==> config.mk <==
export PLATFORM = sky130hd
export DESIGN_NAME = coh_fill_resp
export DESIGN_NICKNAME = d
export VERILOG_FILES = /design/src/rtl/coh_fill_resp.sv
export SDC_FILE = /design/constraint.sdc
export NUM_CORES = 1
export LEC_CHECK = 0
export ABC_AREA = 1
export BUFFER_PORTS_ARGS = -buffer_cell sky130_fd_sc_hd__buf_2
export CELL_PAD_IN_SITES_DETAIL_PLACEMENT = 1
export CELL_PAD_IN_SITES_GLOBAL_PLACEMENT = 1
export CORE_UTILIZATION = 36
export CTS_BUF_LIST = sky130_fd_sc_hd__clkbuf_16
export DETAILED_ROUTE_END_ITERATION = 8
export GPL_TIMING_DRIVEN = 0
export PLACE_DENSITY = 0.83
export SYNTH_ARGS = -nofsm -noshare
export SYNTH_HDL_FRONTEND = slang
export SYNTH_SLANG_ARGS = --single-unit
==> constraint.sdc <==
create_clock -name clk -period 1.6 [get_ports clk]
set_clock_uncertainty 0.15 [all_clocks]
set_input_delay 0.08 -clock clk [delete_from_list [all_inputs] [get_ports clk]]
set_output_delay 0.08 -clock clk [all_outputs]
set_load 0.02 [all_outputs]
==> src/rtl/coh_fill_resp.sv <==
module coh_fill_resp #(
  parameter int NENT = 8,
  localparam int IW = (NENT > 1) ? $clog2(NENT) : 1
) (
  input  logic            clk,
  input  logic            rst_n,
  input  logic            rsp_vld,
  input  logic [IW-1:0]   rsp_idx,
  input  logic [1:0]      req_cls,
  input  logic [2:0]      rsp_code,
  input  logic            store_live,
  input  logic            probe_inval,
  input  logic            stc_pend,
  input  logic            livelock_en,
  output logic            act_vld,
  output logic [IW-1:0]   act_idx,
  output logic            retry_req,
  output logic [1:0]      retry_cls,
  output logic            ll_stall,
  output logic            st_replay,
  output logic            stc_fail,
  output logic            stc_allow,
  output logic            ld_ones,
  output logic            evict_req,
  output logic            retire,
  output logic            mchk_err,
  output logic            illegal_rsp,
  output logic [NENT-1:0] blk_valid,
  output logic [NENT-1:0] blk_writable,
  output logic [NENT-1:0] blk_victim
);
  localparam logic [1:0] C_RDMOD = 2'd0, C_CTD = 2'd1, C_ITD = 2'd2;
  localparam logic [2:0] R_SHD = 3'd2, R_DTY = 3'd3, R_OK = 3'd4,
                         R_FAIL = 3'd5, R_ERR = 3'd6;

  logic is_rd, cur_x;
  logic upd, nv, nw, nx;
  logic want, force_f, ill, ones, evc, rep, alw, ret, mchk;
  logic [1:0] wcls;
  logic blocked;

  assign is_rd = (rsp_code <= R_SHD);
  assign cur_x = blk_victim[rsp_idx];

  always_comb begin
    upd = 1'b0; nv = 1'b0; nw = 1'b0; nx = 1'b0;
    want = 1'b0; wcls = C_CTD; force_f = 1'b0; ill = 1'b0;
    ones = 1'b0; evc = 1'b0; rep = 1'b0; alw = 1'b0; ret = 1'b0; mchk = 1'b0;
    case (req_cls)
      C_RDMOD: begin
        if (is_rd) begin
          upd = 1'b1; nv = 1'b1; nx = (rsp_code == R_SHD);
          want = store_live;
        end else if (rsp_code == R_DTY) begin
          upd = 1'b1; nv = 1'b1; nw = 1'b1;
        end else if (rsp_code == R_ERR) begin
          upd = 1'b1; ones = 1'b1; evc = 1'b1; force_f = 1'b1;
        end else begin
          ill = 1'b1;
        end
      end
      C_CTD: begin
        if (is_rd) begin
          upd = 1'b1; nv = 1'b1; nx = (rsp_code == R_SHD);
          want = store_live; force_f = 1'b1;
        end else if (rsp_code == R_DTY) begin
          upd = 1'b1; nv = 1'b1; nw = 1'b1; nx = 1'b1; force_f = 1'b1;
        end else if (rsp_code == R_OK) begin
          upd = 1'b1; nv = 1'b1; nw = 1'b1; nx = cur_x;
          rep = 1'b1; alw = stc_pend;
        end else if (rsp_code == R_FAIL) begin
          ret = 1'b1; force_f = 1'b1; want = store_live;
          wcls = probe_inval ? C_RDMOD : C_CTD;
          upd = probe_inval;
        end else begin
          ill = 1'b1;
        end
      end
      C_ITD: begin
        if (is_rd) begin
          upd = 1'b1; nv = 1'b1; nx = (rsp_code == R_SHD); want = 1'b1;
        end else if (rsp_code == R_DTY) begin
          upd = 1'b1; nv = 1'b1; nw = 1'b1;
        end else if (rsp_code == R_OK) begin
          upd = 1'b1; nv = 1'b1; nw = 1'b1; nx = cur_x;
        end else if (rsp_code == R_ERR) begin
          mchk = 1'b1;
        end else begin
          ill = 1'b1;
        end
      end
      default: ill = 1'b1;
    endcase
  end

  assign blocked = want && (wcls == C_CTD) && !livelock_en;

  always_ff @(posedge clk) begin
    if (!rst_n) begin
      act_vld <= 1'b0; act_idx <= '0; retry_req <= 1'b0; retry_cls <= 2'd0;
      ll_stall <= 1'b0; st_replay <= 1'b0; stc_fail <= 1'b0; stc_allow <= 1'b0;
      ld_ones <= 1'b0; evict_req <= 1'b0; retire <= 1'b0; mchk_err <= 1'b0;
      illegal_rsp <= 1'b0;
      blk_valid <= '0; blk_writable <= '0; blk_victim <= '0;
    end else begin
      act_vld     <= rsp_vld;
      act_idx     <= rsp_vld ? rsp_idx : '0;
      retry_req   <= rsp_vld && want && !blocked;
      retry_cls   <= (rsp_vld && want && !blocked) ? wcls : 2'd0;
      ll_stall    <= rsp_vld && blocked;
      st_replay   <= rsp_vld && rep;
      stc_fail    <= rsp_vld && force_f && stc_pend;
      stc_allow   <= rsp_vld && alw;
      ld_ones     <= rsp_vld && ones;
      evict_req   <= rsp_vld && evc;
      retire      <= rsp_vld && ret;
      mchk_err    <= rsp_vld && mchk;
      illegal_rsp <= rsp_vld && ill;
      if (rsp_vld && upd) begin
        blk_valid[rsp_idx]    <= nv;
        blk_writable[rsp_idx] <= nw;
        blk_victim[rsp_idx]   <= nx;
      end
    end
  end
endmodule


==> impl_metrics.json <==
{
  "clk_pin_slew_ns": 0.06,
  "gp_congestion": 0.8070,
  "cp_common_cell": "dlygate4sd3_1",
  "crit_end": "retire",
  "dieWidth_um": 74.23,
  "drc": 0,
  "clock_path_buffers": 2,
  "placed_cell_area_um2": 2222,
  "reg2reg_to": "blk_victim[4]",
  "cts_sinks": 38,
  "numCtsBuffers": 5,
  "fill_cells": 663,
  "area_growth_pct": 32.38,
  "mostFrequentLayoutCells": "nand2_1 (58), buf_2 (55), dfxtp_1 (38), inv_1 (29), nor2_1 (29)",
  "initial_utilization": 0.3849,
  "grtUsageMet1": 0.2616,
  "port_buffers": 52,
  "grt_usage": 0.2164,
  "synth_area_per_cell_um2": 7.394,
  "dpl.cell_count": 373,
  "viasPerCell": 4.997,
  "yosysSeqAreaShare": 0.4051,
  "syn_area_um2": 1878,
  "hold_violations": 0,
  "ant_nets": 0,
  "critical_path_class": "in2reg",
  "place_ws_ns": -0.1326,
  "yosys-top-cells-area": "dfxtp_1 (41%), nand2_1 (12%), a21boi_1 (6.4%)",
  "root_buffer": "clkbuf_16",
  "tritoncts": "yes",
  "final_cells": 391,
  "grt_max_degree": 12,
  "rr_startpoint": "blk_victim[1]",
  "die_y_um": 74.23,
  "ys_seq_elements": 38,
  "totalPowerFinal_mw": 2.225,
  "crit_chain": "buf_2 -> dlygate4sd3_1 -> nor4_1 -> dlygate4sd3_1",
  "grt_pass1_vias": 1939,
  "diodes": 0,
  "worstMarginPinSlew_ns": 0.5292,
  "hold_path_class": "in2reg",
  "grtUsageMet3": 0.03794,
  "max-slew-margin-rel": 0.6472,
  "cap_violations": 0,
  "slowest_delay_ns": 0.58,
  "die-area_um2": 5509,
  "rrSetupSlack_ns": 0.13,
  "rows": 25,
  "cp_data_arrival_time_ns": 1.63,
  "fmax_mhz": 642.3,
  "path_max_fanout": 6,
  "insertion_delay_ns": 0.28,
  "ff_latch_area_um2": 760.7,
  "hold_ws_ns": 0.04224,
  "powerDensity_nw_per_um2": 895.1,
  "critPathSlowestCell": "dlygate4sd3_1",
  "synth_top_area_frac": 0.4051,
  "grt-busiest-layer": "met2",
  "yosysTopAreaCell": "dfxtp_1",
  "timing.critical_path.from": "rsp_code[1]",
  "post_cts_buffers": 0,
  "timing.final.crit_period_ns": 1.557,
  "grt_overflow_total": 0,
  "drive_gt1_frac": 0.2593,
  "synth_cells": 254,
  "crit_path_end_kind": "flip-flop",
  "finalInstanceArea_um2": 2486,
  "wl_per_cell_um": 14.27,
  "multiInputGateArea_um2": 947.2,
  "fin_nets": 343,
  "first_pass_iters": 4,
  "grt_pass1_wl_um": 8970,
  "core_um2": 4880,
  "place_hpwl_um": 3943,
  "status": "finished clean",
  "ys_warn_count": 0,
  "ios": 55,
  "use_met2": 0.3788,
  "drv_slew": 0,
  "htree_levels": 2,
  "synth_cell_types": 29,
  "critPathLaunchType": "primary input",
  "worstPathRequired_ns": 1.67,
  "synth_nets": 274,
  "antenna_found_initial": 0,
  "ff2ff_path_depth": 8,
  "vias": 1954,
  "drt-total-wl_um": 5579,
  "fin_ws_ns": 0.04305,
  "setup_viol_count_final": 0,
  "fin_crit_sh": 0.9731,
  "final_common_cell": "nand2_1",
  "power_leakage_nw": 1.237,
  "drtIter0Drc": 120,
  "irDropWorstVdd_uv": 514.6
}
state kept, by name (all words and copies together) (netlist names):
signal,count
illegal_rsp,1
st_replay,1
blk_writable,8
retry_req,1
retire,1
blk_valid,8
blk_victim,8
evict_req,1
retry_cls,1
mchk_err,1
ll_stall,1
stc_allow,1
act_vld,1
act_idx,3
stc_fail,1
metrics by stage:
stage | TNS (ns) | util
6_report | 0 | 0.5095
5_1_grt | -0.007989 | 0.5095
4_1_cts | 0 | 0.5041
3_5_place_dp | -2.754 | 0.4554
3_3_place_gp | -1.668 | 0.4554
2_1_floorplan | 0 | -
worst max-delay path, delay by kind of cell:
| kind | cells | cell delay [ns] |
|---|---|---|
| buffers and inverters | 3 | 1.29 |
| and+or+nand+nor | 1 | 0.26 |
timing repair:
| item | in CTS | in global routing |
|---|---|---|
| hold buffers | 10 | 0 |
| hold endpoints to repair | 15 | 0 |
| endpoints found under the setup margin | 0 | 14 |
| resized for setup | 0 | 6 |
kinds of logic after synthesis:
kind of cell               share of synthesized area
AOI/OAI and AO/OA                             0.1179
adders and majority gates                    0.03331
buffers and inverters                         0.1046
DFF                                           0.4051
other                                       0.001997
and+or+nand+nor                               0.3371
worst min path at each step:
stage | from | endpoint | cells after the start
after floorplan | rsp_code[1] | retire | 1
after global routing | rsp_code[0] | mchk_err | 4
after global placement | stc_pend | stc_fail | 3
after CTS | rsp_code[0] | mchk_err | 4
final | rsp_code[0] | mchk_err | 4
after detailed placement | stc_pend | stc_fail | 3
where the power goes:
| part | internal (mW) | switching, mW | total, mW | leakage [nW] |
|---|---|---|---|---|
| Clock | 0.563 | 0.381 | 0.944 | 0.0724 |
| Sequential | 0.960 | 0.00439 | 0.964 | 0.307 |
| Combinational | 0.108 | 0.209 | 0.317 | 0.857 |
metal layers:
layer  vias up  wire length (um)
li1        962                 -
met1       932              2554
met2        50              2705
met3        10               213
met4         0               106
met5         -                 0
cells in the mapped netlist:
cell	number
a211oi_1	1
a21boi_1	16
a21oi_1	10
a31oi_1	1
buf_12	1
buf_2	3
buf_4	3
clkbuf_1	4
conb_1	1
dfxtp_1	38
ha_1	5
inv_1	28
inv_2	5
nand2_1	59
nand2_2	1
nand2_4	1
nand3_1	11
nand3_4	4
nand3b_1	1
nand4_1	16
nor2_1	30
nor2_2	2
nor3_1	2
nor3b_1	1
nor4_1	2
o21ai_0	4
o21ai_1	1
o22ai_1	2
or2_2	1
area by class of cell:
type	count	share of cell area
plain buffers	11	0.02919
clock buffers	5	0.05033
clock inverters	3	0.005033
inverters	33	0.04982
multi-input cells	172	0.3810
flip-flops and latches	38	0.3060
well taps	67	0.03372
repair buffers	62	0.1449
Power figures use the tool's default switching activity.
